`src/rtl/alu8_pkg.sv`:
```
package alu8_pkg;

   typedef enum logic [3:0] {
      OP_ADD = 4'd0,
      OP_ADC = 4'd1,
      OP_SUB = 4'd2,
      OP_SBC = 4'd3,
      OP_AND = 4'd4,
      OP_XOR = 4'd5,
      OP_OR  = 4'd6,
      OP_CP  = 4'd7,
      OP_INC = 4'd8,
      OP_DEC = 4'd9,
      OP_CPL = 4'd10,
      OP_DAA = 4'd11
   } alu_op_e;

   // flag nibble bit positions {z,n,h,c}
   localparam int FZ = 3;
   localparam int FN = 2;
   localparam int FH = 1;
   localparam int FC = 0;

   typedef enum logic [1:0] {
      LG_AND = 2'd0,
      LG_XOR = 2'd1,
      LG_OR  = 2'd2,
      LG_INV = 2'd3
   } logic_sel_e;

endpackage

```
`src/rtl/alu8_addsub.sv`:
```
module alu8_addsub #(
   parameter int DATA_W = 8,
   parameter int NIB_W  = 4
) (
   input  logic [DATA_W-1:0] a_i,
   input  logic [DATA_W-1:0] b_i,
   input  logic              cin_i,
   input  logic              sub_i,
   output logic [DATA_W-1:0] sum_o,
   output logic              half_o,
   output logic              cout_o
);
   localparam int LO_W = NIB_W + 1;
   localparam int FW_W = DATA_W + 1;

   if (NIB_W < 1 || NIB_W >= DATA_W) begin : g_bad_nib
      $error("alu8_addsub: NIB_W must lie between 1 and DATA_W-1");
   end

   logic [LO_W-1:0] lo_a, lo_b, lo_c, lo_r;
   logic [FW_W-1:0] fw_a, fw_b, fw_c, fw_r;

   always_comb begin
      lo_a = {1'b0, a_i[NIB_W-1:0]};
      lo_b = {1'b0, b_i[NIB_W-1:0]};
      lo_c = {{NIB_W{1'b0}}, cin_i};
      fw_a = {1'b0, a_i};
      fw_b = {1'b0, b_i};
      fw_c = {{DATA_W{1'b0}}, cin_i};
      if (sub_i) begin
         lo_r = lo_a - lo_b - lo_c;
         fw_r = fw_a - fw_b - fw_c;
      end else begin
         lo_r = lo_a + lo_b + lo_c;
         fw_r = fw_a + fw_b + fw_c;
      end
      sum_o  = fw_r[DATA_W-1:0];
      half_o = lo_r[NIB_W];
      cout_o = fw_r[DATA_W];
   end

endmodule

```
`src/rtl/alu8_logic.sv`:
```
module alu8_logic #(
   parameter int DATA_W = 8
) (
   input  logic [DATA_W-1:0]   a_i,
   input  logic [DATA_W-1:0]   b_i,
   input  alu8_pkg::logic_sel_e sel_i,
   output logic [DATA_W-1:0]   y_o
);
   import alu8_pkg::*;

   always_comb begin
      unique case (sel_i)
         LG_AND:  y_o = a_i & b_i;
         LG_XOR:  y_o = a_i ^ b_i;
         LG_OR:   y_o = a_i | b_i;
         default: y_o = ~a_i;
      endcase
   end

endmodule

```
`src/rtl/alu8_decadj.sv`:
```
module alu8_decadj #(
   parameter int DATA_W = 8,
   parameter bit ENABLE = 1'b1
) (
   input  logic [DATA_W-1:0] a_i,
   input  logic              n_i,
   input  logic              h_i,
   input  logic              c_i,
   output logic [DATA_W-1:0] y_o,
   output logic              c_o
);
   if (ENABLE) begin : g_adj
      if (DATA_W != 8) begin : g_bad_w
         $error("alu8_decadj: decimal adjust needs DATA_W of 8");
      end
      localparam logic [DATA_W-1:0] LO_FIX = DATA_W'(8'h06);
      localparam logic [DATA_W-1:0] HI_FIX = DATA_W'(8'h60);
      localparam logic [DATA_W-1:0] HI_LIM = DATA_W'(8'h99);
      localparam logic [3:0]        NIB_LIM = 4'd9;

      logic [DATA_W-1:0] fix;
      logic              carry_nxt;

      always_comb begin
         fix       = '0;
         carry_nxt = c_i;
         if (!n_i) begin
            if (h_i || (a_i[3:0] > NIB_LIM)) fix = fix | LO_FIX;
            if (c_i || (a_i > HI_LIM)) begin
               fix       = fix | HI_FIX;
               carry_nxt = 1'b1;
            end else begin
               carry_nxt = 1'b0;
            end
            y_o = a_i + fix;
         end else begin
            if (h_i) fix = fix | LO_FIX;
            if (c_i) fix = fix | HI_FIX;
            y_o = a_i - fix;
         end
         c_o = carry_nxt;
      end
   end else begin : g_pass
      assign y_o = a_i;
      assign c_o = c_i;
   end

endmodule

```
`src/rtl/alu8_core.sv`:
```
module alu8_core #(
   parameter int DATA_W = 8,
   parameter int NIB_W  = 4,
   parameter bit DAA_EN = 1'b1
) (
   input  logic [3:0]        op_i,
   input  logic [DATA_W-1:0] acc_i,
   input  logic [DATA_W-1:0] opnd_i,
   input  logic [3:0]        flags_i,
   output logic [DATA_W-1:0] res_o,
   output logic [3:0]        fnew_o,
   output logic [3:0]        fwe_o,
   output logic              acc_we_o
);
   import alu8_pkg::*;

   localparam logic [DATA_W-1:0] ONE = DATA_W'(1);

   alu_op_e           op;
   logic [DATA_W-1:0] as_b, as_sum, lg_y, da_y;
   logic              as_cin, as_sub, as_h, as_c, da_c;
   logic_sel_e        lg_sel;

   assign op = alu_op_e'(op_i);

   always_comb begin
      as_b   = ((op == OP_INC) || (op == OP_DEC)) ? ONE : opnd_i;
      as_cin = ((op == OP_ADC) || (op == OP_SBC)) ? flags_i[FC] : 1'b0;
      as_sub = (op == OP_SUB) || (op == OP_SBC) || (op == OP_CP) || (op == OP_DEC);
      unique case (op)
         OP_AND:  lg_sel = LG_AND;
         OP_XOR:  lg_sel = LG_XOR;
         OP_OR:   lg_sel = LG_OR;
         default: lg_sel = LG_INV;
      endcase
   end

   alu8_addsub #(.DATA_W(DATA_W), .NIB_W(NIB_W)) u_addsub (
      .a_i(acc_i), .b_i(as_b), .cin_i(as_cin), .sub_i(as_sub),
      .sum_o(as_sum), .half_o(as_h), .cout_o(as_c)
   );

   alu8_logic #(.DATA_W(DATA_W)) u_logic (
      .a_i(acc_i), .b_i(opnd_i), .sel_i(lg_sel), .y_o(lg_y)
   );

   alu8_decadj #(.DATA_W(DATA_W), .ENABLE(DAA_EN)) u_decadj (
      .a_i(acc_i), .n_i(flags_i[FN]), .h_i(flags_i[FH]), .c_i(flags_i[FC]),
      .y_o(da_y), .c_o(da_c)
   );

   always_comb begin
      res_o    = acc_i;
      fnew_o   = flags_i;
      fwe_o    = 4'b0000;
      acc_we_o = 1'b0;
      case (op)
         OP_ADD, OP_ADC: begin
            res_o    = as_sum;
            fnew_o   = {as_sum == '0, 1'b0, as_h, as_c};
            fwe_o    = 4'b1111;
            acc_we_o = 1'b1;
         end
         OP_SUB, OP_SBC: begin
            res_o    = as_sum;
            fnew_o   = {as_sum == '0, 1'b1, as_h, as_c};
            fwe_o    = 4'b1111;
            acc_we_o = 1'b1;
         end
         OP_CP: begin
            fnew_o   = {as_sum == '0, 1'b1, as_h, as_c};
            fwe_o    = 4'b1111;
         end
         OP_AND: begin
            res_o    = lg_y;
            fnew_o   = {lg_y == '0, 3'b010};
            fwe_o    = 4'b1111;
            acc_we_o = 1'b1;
         end
         OP_XOR, OP_OR: begin
            res_o    = lg_y;
            fnew_o   = {lg_y == '0, 3'b000};
            fwe_o    = 4'b1111;
            acc_we_o = 1'b1;
         end
         OP_INC, OP_DEC: begin
            res_o    = as_sum;
            fnew_o   = {as_sum == '0, as_sub, as_h, flags_i[FC]};
            fwe_o    = 4'b1110;
            acc_we_o = 1'b1;
         end
         OP_CPL: begin
            res_o    = lg_y;
            fnew_o   = {flags_i[FZ], 2'b11, flags_i[FC]};
            fwe_o    = 4'b0110;
            acc_we_o = 1'b1;
         end
         OP_DAA: begin
            if (DAA_EN) begin
               res_o    = da_y;
               fnew_o   = {da_y == '0, flags_i[FN], 1'b0, da_c};
               fwe_o    = 4'b1011;
               acc_we_o = 1'b1;
            end
         end
         default: ;
      endcase
   end

   always_comb begin
      // addition never reports the subtract flag set while writing it
      if ((op == OP_ADD || op == OP_ADC) && fwe_o[FN])
         add_n_clear_chk: assert (!fnew_o[FN]);
   end

endmodule

```
`src/rtl/alu8_flags_top.sv`:
```
module alu8_flags_top #(
   parameter int DATA_W = 8,
   parameter int NIB_W  = 4,
   parameter bit DAA_EN = 1'b1
) (
   input  logic              clk,
   input  logic              rst_n,
   input  logic              op_vld,
   input  logic [3:0]        op_i,
   input  logic [DATA_W-1:0] acc_i,
   input  logic [DATA_W-1:0] opnd_i,
   input  logic [3:0]        flags_i,
   output logic              out_vld,
   output logic [DATA_W-1:0] res_o,
   output logic [3:0]        flags_o,
   output logic [3:0]        fwe_o,
   output logic              acc_we_o
);
   import alu8_pkg::*;

   if (DATA_W < 2) begin : g_bad_w
      $error("alu8_flags_top: DATA_W too small");
   end

   logic [DATA_W-1:0] c_res;
   logic [3:0]        c_fnew, c_fwe, c_merged;
   logic              c_accwe;

   alu8_core #(.DATA_W(DATA_W), .NIB_W(NIB_W), .DAA_EN(DAA_EN)) u_core (
      .op_i(op_i), .acc_i(acc_i), .opnd_i(opnd_i), .flags_i(flags_i),
      .res_o(c_res), .fnew_o(c_fnew), .fwe_o(c_fwe), .acc_we_o(c_accwe)
   );

   for (genvar i = 0; i < 4; i++) begin : g_merge
      assign c_merged[i] = c_fwe[i] ? c_fnew[i] : flags_i[i];
   end

   always_ff @(posedge clk or negedge rst_n) begin
      if (!rst_n) begin
         out_vld  <= 1'b0;
         res_o    <= '0;
         flags_o  <= '0;
         fwe_o    <= '0;
         acc_we_o <= 1'b0;
      end else begin
         out_vld <= op_vld;
         if (op_vld) begin
            res_o    <= c_res;
            flags_o  <= c_merged;
            fwe_o    <= c_fwe;
            acc_we_o <= c_accwe;
         end
      end
   end


   keep_unwritten_chk: assert property (@(posedge clk) disable iff (!rst_n)
      out_vld |-> ((flags_o ^ $past(flags_i)) & ~fwe_o) == 4'b0000);


   cmp_no_write_chk: assert property (@(posedge clk) disable iff (!rst_n)
      out_vld && ($past(op_i) == 4'(OP_CP)) |-> !acc_we_o && (res_o == $past(acc_i)));


   zero_match_chk: assert property (@(posedge clk) disable iff (!rst_n)
      out_vld && fwe_o[FZ] && acc_we_o |-> flags_o[FZ] == (res_o == '0));


   and_flags_chk: assert property (@(posedge clk) disable iff (!rst_n)
      out_vld && ($past(op_i) == 4'(OP_AND)) |-> flags_o[2:0] == 3'b010);


   incdec_carry_chk: assert property (@(posedge clk) disable iff (!rst_n)
      out_vld && (($past(op_i) == 4'(OP_INC)) || ($past(op_i) == 4'(OP_DEC)))
      |-> flags_o[FC] == $past(flags_i[FC]));


   idle_hold_chk: assert property (@(posedge clk) disable iff (!rst_n)
      !out_vld && $past(rst_n) |=> $stable(res_o) || out_vld);

endmodule

```
`config.mk`:
```
export PLATFORM = sky130hd
export DESIGN_NAME = alu8_flags_top
export DESIGN_NICKNAME = d
export VERILOG_FILES = /design/src/rtl/alu8_pkg.sv /design/src/rtl/alu8_addsub.sv /design/src/rtl/alu8_logic.sv /design/src/rtl/alu8_decadj.sv /design/src/rtl/alu8_core.sv /design/src/rtl/alu8_flags_top.sv
export SDC_FILE = /design/constraint.sdc
export NUM_CORES = 1
export LEC_CHECK = 0
export ABC_AREA = 1
export BUFFER_PORTS_ARGS = -buffer_cell sky130_fd_sc_hd__buf_2
export CAP_MARGIN = 0
export CORE_MARGIN = 8
export CORE_UTILIZATION = 50
export CTS_CLUSTER_SIZE = 40
export DETAILED_ROUTE_END_ITERATION = 8
export GPL_ROUTABILITY_DRIVEN = 0
export GPL_TIMING_DRIVEN = 0
export PLACE_DENSITY = 0.73
export SLEW_MARGIN = 20
export SYNTH_ARGS = -nofsm -noshare
export SYNTH_HDL_FRONTEND = slang
export SYNTH_HIERARCHICAL = 1
export SYNTH_SLANG_ARGS = --single-unit
```
`constraint.sdc`:
```
create_clock -name clk -period 0.8 [get_ports clk]
set_input_delay 0.16 -clock clk [delete_from_list [all_inputs] [get_ports clk]]
set_output_delay 0.16 -clock clk [all_outputs]
set_load 0.1 [all_outputs]
```
==> results of run 1 <==
[routing by layer]
layer,GRT usage (%),share of wire [%],wire length (um),vias to the layer above
li1,-,-,-,1916
met1,22.2,40,4350,1782
met2,38.5,50,5460,165
met3,2.49,6.0,648,45
met4,6.14,3.5,380,0
met5,0,0,0,-
[worst max-delay path: cells and delay by family]
kind | cells | cell delay, ps
compound gates | 4 | 500
buf+inv | 3 | 230
fa+ha+maj | 2 | 740
simple gates | 12 | 980
[state kept, by name, summed over array words and instances (netlist names)]
register	count
acc_we_o	1
flags_o	4
fwe_o	4
out_vld	1
res_o	8
[cells in the final DEF, fill, tap and decap left out, types with 21 or more instances in the layout]
cell type / instances
nand2_1: 173
inv_1: 94
nand3_1: 43
ha_1: 32
buf_4: 30
nand2_2: 26
nor2_1: 25
buf_12: 23
buf_6: 22
nand4_1: 21
[through the flow]
stage	hold slack (ps)	util (%)
3_3_place_gp	103	59.4
6_report	111	75.6
3_5_place_dp	106	59.4
2_1_floorplan	-136	-
5_1_grt	115	75.6
4_1_cts	106	67.5
[cells by family (layout without fill, tap and decap cells)]
family	after synthesis	in the layout	share of synthesized area, %
flops	18	18	13.3
mux	1	1	0.296
fa+ha+maj	50	50	19.4
simple gates	319	319	42.0
buf+inv	131	222	16.6
xor+xnor	7	7	1.81
compound gates	35	36	6.55
[area by class of cell]
cell class              instances  area (um^2)  share of cell area [%]
plain buffers                  10          120                    2.38
flip-flops and latches         18          518                    10.3
clock buffers                   3         41.3                   0.818
well taps                      80          100                    1.98
multi-input cells             413         2810                    55.6
repair buffers                 88          958                    19.0
inverters                     121          502                    9.94
[worst paths after layout]
kind / to / cells past startpoint
setup / recovery: flags_o[3]$_DFFE_PN0P_ / 21
hold / removal: out_vld$_DFF_PN0_ / 1
setup reg to reg: res_o[4]$_DFFE_PN0P_ / 4
hold reg to reg: flags_o[2]$_DFFE_PN0P_ / 2
max in group asynchronous: fwe_o[3]$_DFFE_PN0P_ / 2
min in group asynchronous: res_o[2]$_DFFE_PN0P_ / 2
[power by group through the flow]
stage               Clock, uW  Combinational (uW)  Sequential, uW
global route              659                4990            1270
CTS                       624                4090            1250
global placement            0                3410            1180
floorplan                   0                1820            2110
detailed placement          0                3480            1190
finish                    630                4640            1250
[timing repair]
item                                    CTS  global route
setup buffers                            16            32
pin swaps                                23            49
hold buffers                              1             0
gates cloned                              0             1
hold endpoints to repair                 18             0
endpoints found under the setup margin   34            43
gates resized for setup                 109            88
==> reports/qor.csv, run 1 <==
metric,value,unit
totalPowerFinal,6520,uW
initial_utilization,50.6,%
finalCriticalPeriod,2480,ps
ios,45,
place_inst,684,
r2r_start,res_o[4]$_DFFE_PN0P_,
cts_tree,done,
rsz0062_at_grt,true,
dieArea,0.00965,mm^2
wl_per_cell,14.8,um
relSlewSlack,60.4,%
p_int,3280,uW
htree_levels,1,
final_hold_viol_count,0,
drt_iter0_drc,179,
grt_pass1_wl,16.4,mm
worstPathMaxFanout,9,
row_count,30,
synth_edf_count,0,
fmax,403,MHz
grt-ovfl-total,0,
critPathSlowestCell,fa_2,
synth_common_cells,"nand2_1, inv_1, nand3_1",
cp-startpoint,op_i[2],
nFillCells,471,
comb_power_share,71.1,%
routed_wl,10.8,mm
min_period_over_period,310,%
grt_pass1_vias,3738,
r2r_slack,-160,ps
yosysMostFrequentCell,nand2_1,
ys_seq_elements,18,
maxCapViolations,0,
min_path_type,input port to flop,
ys_types,39,
cp-start-kind,input port,
setup_viol,34,
layout-drive-gt1-share,36.3,%
skew,0,ps
antenna_left,0,
synth_area_leaders,"nand2_1, ha_1, dfrtp_1",
arrival,2630,ps
postSynthCellCount,561,
final_cells,733,
drc_errors,0,
synth_top_area_share,22.0,%
p_sw_share,49.8,%
die_y,98.2,um
required,950,ps
clockBufferDepth,2,
max_stage_delay,380,ps
synth.largest_area_cell,nand2_1,
syn_area_per_cell,6.02,um^2
min-delay-start,op_vld,
syn_area,0.00338,mm^2
failed_checks,setup timing,
synthArstFlopShare,100,%
antenna_cells,0,
fp.dieW,98.2,um
worstPathCellList,buf_12 -> nor2_8 -> nand2_8 -> nand2_4 -> inv_2 -> fa_2 -> fa_2 -> o21ai_4 -> nand2_2 -> a21oi_2 -> o21ai_1 -> o21ai_1 -> nor2_1 -> nand3_1 -> nor2_1 -> nor2_1 -> nand3_1 -> inv_1 -> nand2_1 -> nand3_1 -> nand2_1,
num_vias,3908,
antenna_found_initial,0,
tns,-23970,ps
dp_slack,-2150,ps
cts-root-buf,clkbuf_8,
endpoint_kind,flop,
grt_usage,20.1,%
drtPass1Iterations,5,
dp_hpwl,7.49,mm
cts.sinks,18,
clk_pin_slew,60,ps
final_max_slew_viol_count,0,
synth_fp_nets,638,
numPortBuffers,43,
p_leak,0.00265,uW
grt_max_degree,19,
placed_cell_area,0.00397,mm^2
ir_worst_vdd,0.587,mV
outcome,"complete, but fails checks",
finalWorstSetupSlack,-1680,ps
crit_type,input port to flop,
via_per_inst,5.33,
switchingPower,3250,uW
clock_latency,250,ps
final_area,0.00505,mm^2
areaGrowthSynthToFinish,49.4,%
pwr-share-clk,9.7,%
seq_power_share,19.2,%
worstMarginPinSlew,593,ps
coreArea,0.00668,mm^2
synth_warnings,6,
yosysSeqAreaShare,13.3,%
numCtsBuffers,3,
synth_ff_type,dfrtp_1,
nNetsFinal,732,
p_per_area,1290,mW/mm^2
Power figures use the tool's default switching activity.
==> run 2, diff against run 1 <==
--- a/config.mk
+++ b/config.mk
@@ -6,15 +6,18 @@
 export NUM_CORES = 1
 export LEC_CHECK = 0
 export ABC_AREA = 1
-export BUFFER_PORTS_ARGS = -buffer_cell sky130_fd_sc_hd__buf_2
 export CAP_MARGIN = 0
+export CELL_PAD_IN_SITES_DETAIL_PLACEMENT = 1
+export CELL_PAD_IN_SITES_GLOBAL_PLACEMENT = 1
+export CORE_ASPECT_RATIO = 0.9
 export CORE_MARGIN = 8
-export CORE_UTILIZATION = 50
+export CORE_UTILIZATION = 45
 export CTS_CLUSTER_SIZE = 40
 export DETAILED_ROUTE_END_ITERATION = 8
+export DONT_BUFFER_PORTS = 1
 export GPL_ROUTABILITY_DRIVEN = 0
 export GPL_TIMING_DRIVEN = 0
-export PLACE_DENSITY = 0.73
+export PLACE_DENSITY = 0.83
 export SLEW_MARGIN = 20
 export SYNTH_ARGS = -nofsm -noshare
 export SYNTH_HDL_FRONTEND = slang
==> run 2 against run 1 <==
Compared with the run above: the run ends with hold timing, setup timing left; sequential share of layout area grew 1.3 points; combinational power is 28% lower; total power decreased by 6.8%; non-clock buffer count down 55; final cell count is 5.3% lower; sequential power is 70% higher; flip-flop and latch count unchanged; via count is 0.72% higher; worst hold slack got worse by 120 ps; register-to-register slack about the same; critical path type unchanged.
==> reports/qor.csv, run 2 (synthesis gave the netlist of run 1 again) <==
metric,value,unit,change
relSlewSlack,28.6,%,was 60.4%
dp_hpwl,8.81,mm,was 7.49 mm
failed_checks,"hold timing, setup timing",,was setup timing
reg.largest.list,"res_o x8, flags_o x4, fwe_o x4",,unchanged
finalCriticalPeriod,2690,ps,was 2480 ps
drc_errors,0,,unchanged
cts-root-buf,clkbuf_8,,unchanged
tns,-20950,ps,"was -23,970 ps"
cp-start-kind,input port,,unchanged
fp.dieW,107,um,was 98.2 um
ios,45,,unchanged
htree_levels,1,,unchanged
grt-ovfl-total,0,,unchanged
final_cells,694,,was 733
antenna_left,0,,unchanged
min_path_type,input port to async pin,,was input port to flop
largest_register_ffs,8,,unchanged
regMostFlops,res_o,,unchanged
worst_hold_slack,-5.36,ps,was 111 ps
clock_latency,250,ps,about the same
clk_pin_slew,70,ps,was 60 ps
numCtsBuffers,3,,unchanged
finalWorstSetupSlack,-1890,ps,was -1680 ps
fmax,372,MHz,was 403 MHz
register_area,518,um^2,unchanged
reg2reg_to,flags_o[3]$_DFFE_PN0P_,,was res_o[4]$_DFFE_PN0P_
r2r_start,flags_o[3]$_DFFE_PN0P_,,was res_o[4]$_DFFE_PN0P_
grt_usage,23.5,%,was 20.1%
final_max_slew_viol_count,0,,unchanged
drtPass1Iterations,5,,unchanged
areaGrowthSynthToFinish,32.7,%,was 49.4%
drt_iter0_drc,204,,was 179
antenna_found_initial,0,,unchanged
antenna_cells,0,,unchanged
grt_max_degree,19,,unchanged
p_leak,0.00231,uW,was 0.00265 uW
clockBufferDepth,2,,unchanged
required,940,ps,was 950 ps
totalPowerFinal,6080,uW,was 6520 uW
arrival,2830,ps,was 2630 ps
final_hold_viol_count,11,,was 0
ir_worst_vdd,1.04,mV,was 0.587 mV
skew,0,ps,unchanged
wl_per_cell,19.6,um,was 14.8 um
routed_wl,13.6,mm,was 10.8 mm
final_cell_mix,"nand2_1, inv_1, nand3_1",,unchanged
nFillCells,971,,was 471
layout-drive-gt1-share,32.3,%,was 36.3%
maxCapViolations,0,,unchanged
dieArea,0.0105,mm^2,was 0.00965 mm^2
setup_viol,35,,was 34
cts_tree,done,,unchanged
r2r_cells,2,,was 4
die_y,98.2,um,about the same
initial_utilization,45.7,%,was 50.6%
worstPathMaxFanout,3,,was 9
coreArea,0.00739,mm^2,was 0.00668 mm^2
grt_pass1_wl,20.2,mm,was 16.4 mm
layout_commonest_cell,nand2_1,,unchanged
worstMarginPinSlew,1070,ps,was 593 ps
outcome,"complete, but fails checks",,unchanged
crit_type,input port to flop,,unchanged
place_inst,657,,was 684
r2r_slack,-170,ps,was -160 ps
cts.sinks,18,,unchanged
grt_pass1_vias,3985,,"was 3,738"
num_vias,3936,,"was 3,908"
p_per_area,1360,mW/mm^2,was 1290 mW/mm^2
numPortBuffers,0,,was 43
endpoint_kind,flop,,unchanged
rsz0062_at_grt,true,,unchanged
row_count,30,,unchanged
nNetsFinal,677,,was 732
min_period_over_period,336,%,was 310%
multiInputGateArea,0.00289,mm^2,was 0.00281 mm^2
via_per_inst,5.67,,was 5.33
## run 2: changes by cell type in the layout (fill, tap and decap cells not counted), sizes merged
| cell | before | now |
|---|---|---|
| clkinvlp | 0 | 2 |
| a21oi | 17 | 16 |
| clkbuf | 5 | 3 |
| nand2 | 205 | 206 |
| clkinv | 2 | 0 |
| dlymetal6s2s | 0 | 1 |
| buf | 95 | 41 |
## run 2: how the worst max path moves through the flow
stage	startpoint	cells after the start	end	slack [ps]
2_1_floorplan	op_i[2]	21	flags_o[3]$_DFFE_PN0P_	-1620
3_3_place_gp	op_i[2]	22	flags_o[3]$_DFFE_PN0P_	-1930
3_5_place_dp	op_i[2]	21	flags_o[3]$_DFFE_PN0P_	-1930
4_1_cts	op_i[2]	19	flags_o[3]$_DFFE_PN0P_	-1590
5_1_grt	op_i[2]	19	flags_o[3]$_DFFE_PN0P_	-1960
6_report	op_i[2]	19	flags_o[3]$_DFFE_PN0P_	-1890
## run 2: power by group
| part | switching [uW] | total [uW] | leakage, uW | internal (uW) |
|---|---|---|---|---|
| registers | 1010 | 2120 | 0.000199 | 1110 |
| logic | 1960 | 3330 | 0.00209 | 1370 |
| clock network | 300 | 634 | 0.0000216 | 335 |
| total | 3270 | 6080 | 0.00231 | 2810 |
## run 2: metrics by stage
stage	util [%]	setup slack, ps	area [um^2]
after floorplan	-	-1620	3650
after global placement	51.0	-1930	3770
after detailed placement	51.0	-1930	3770
after CTS	57.1	-1590	4220
after global routing	60.6	-1960	4480
final	60.6	-1890	4480
## run 2: worst max-delay path, cell delays in order
cell	delay [ps]
buf_12	110
nor4_4	330
inv_1	110
fa_2	370
fa_2	410
o21ai_4	180
nand3_2	120
nand3_1	140
nand3_2	110
nand2_2	120
nor2_1	50
nand3_1	90
nor2_1	50
nor2_1	90
nand3_1	110
inv_1	80
nand2_1	60
nand3_1	80
nand2_1	60
## run 2: per-layer routing
layer | track usage [%] | vias to the layer above | wire (um)
met1 | 29.9 | 1914 | 5820
met2 | 40.9 | 169 | 6580
li1 | - | 1811 | -
met4 | 5.01 | 0 | 407
met3 | 2.63 | 42 | 788
met5 | 0 | - | 0
## run 2: cell type report
class	count	share of cell area (%)
plain buffers	10	2.68
clock buffers	3	0.921
inverters	121	11.0
multi-input cells	413	64.5
flip-flops and latches	18	11.6
well taps	96	2.68
repair buffers	33	6.72
## run 2: timing repair
item,CTS,global route
setup endpoints to repair,35,53
resized for setup,54,57
hold buffers,2,0
gates cloned,1,0
pin swaps,36,58
hold endpoints to repair,19,0
buffers inserted,21,13
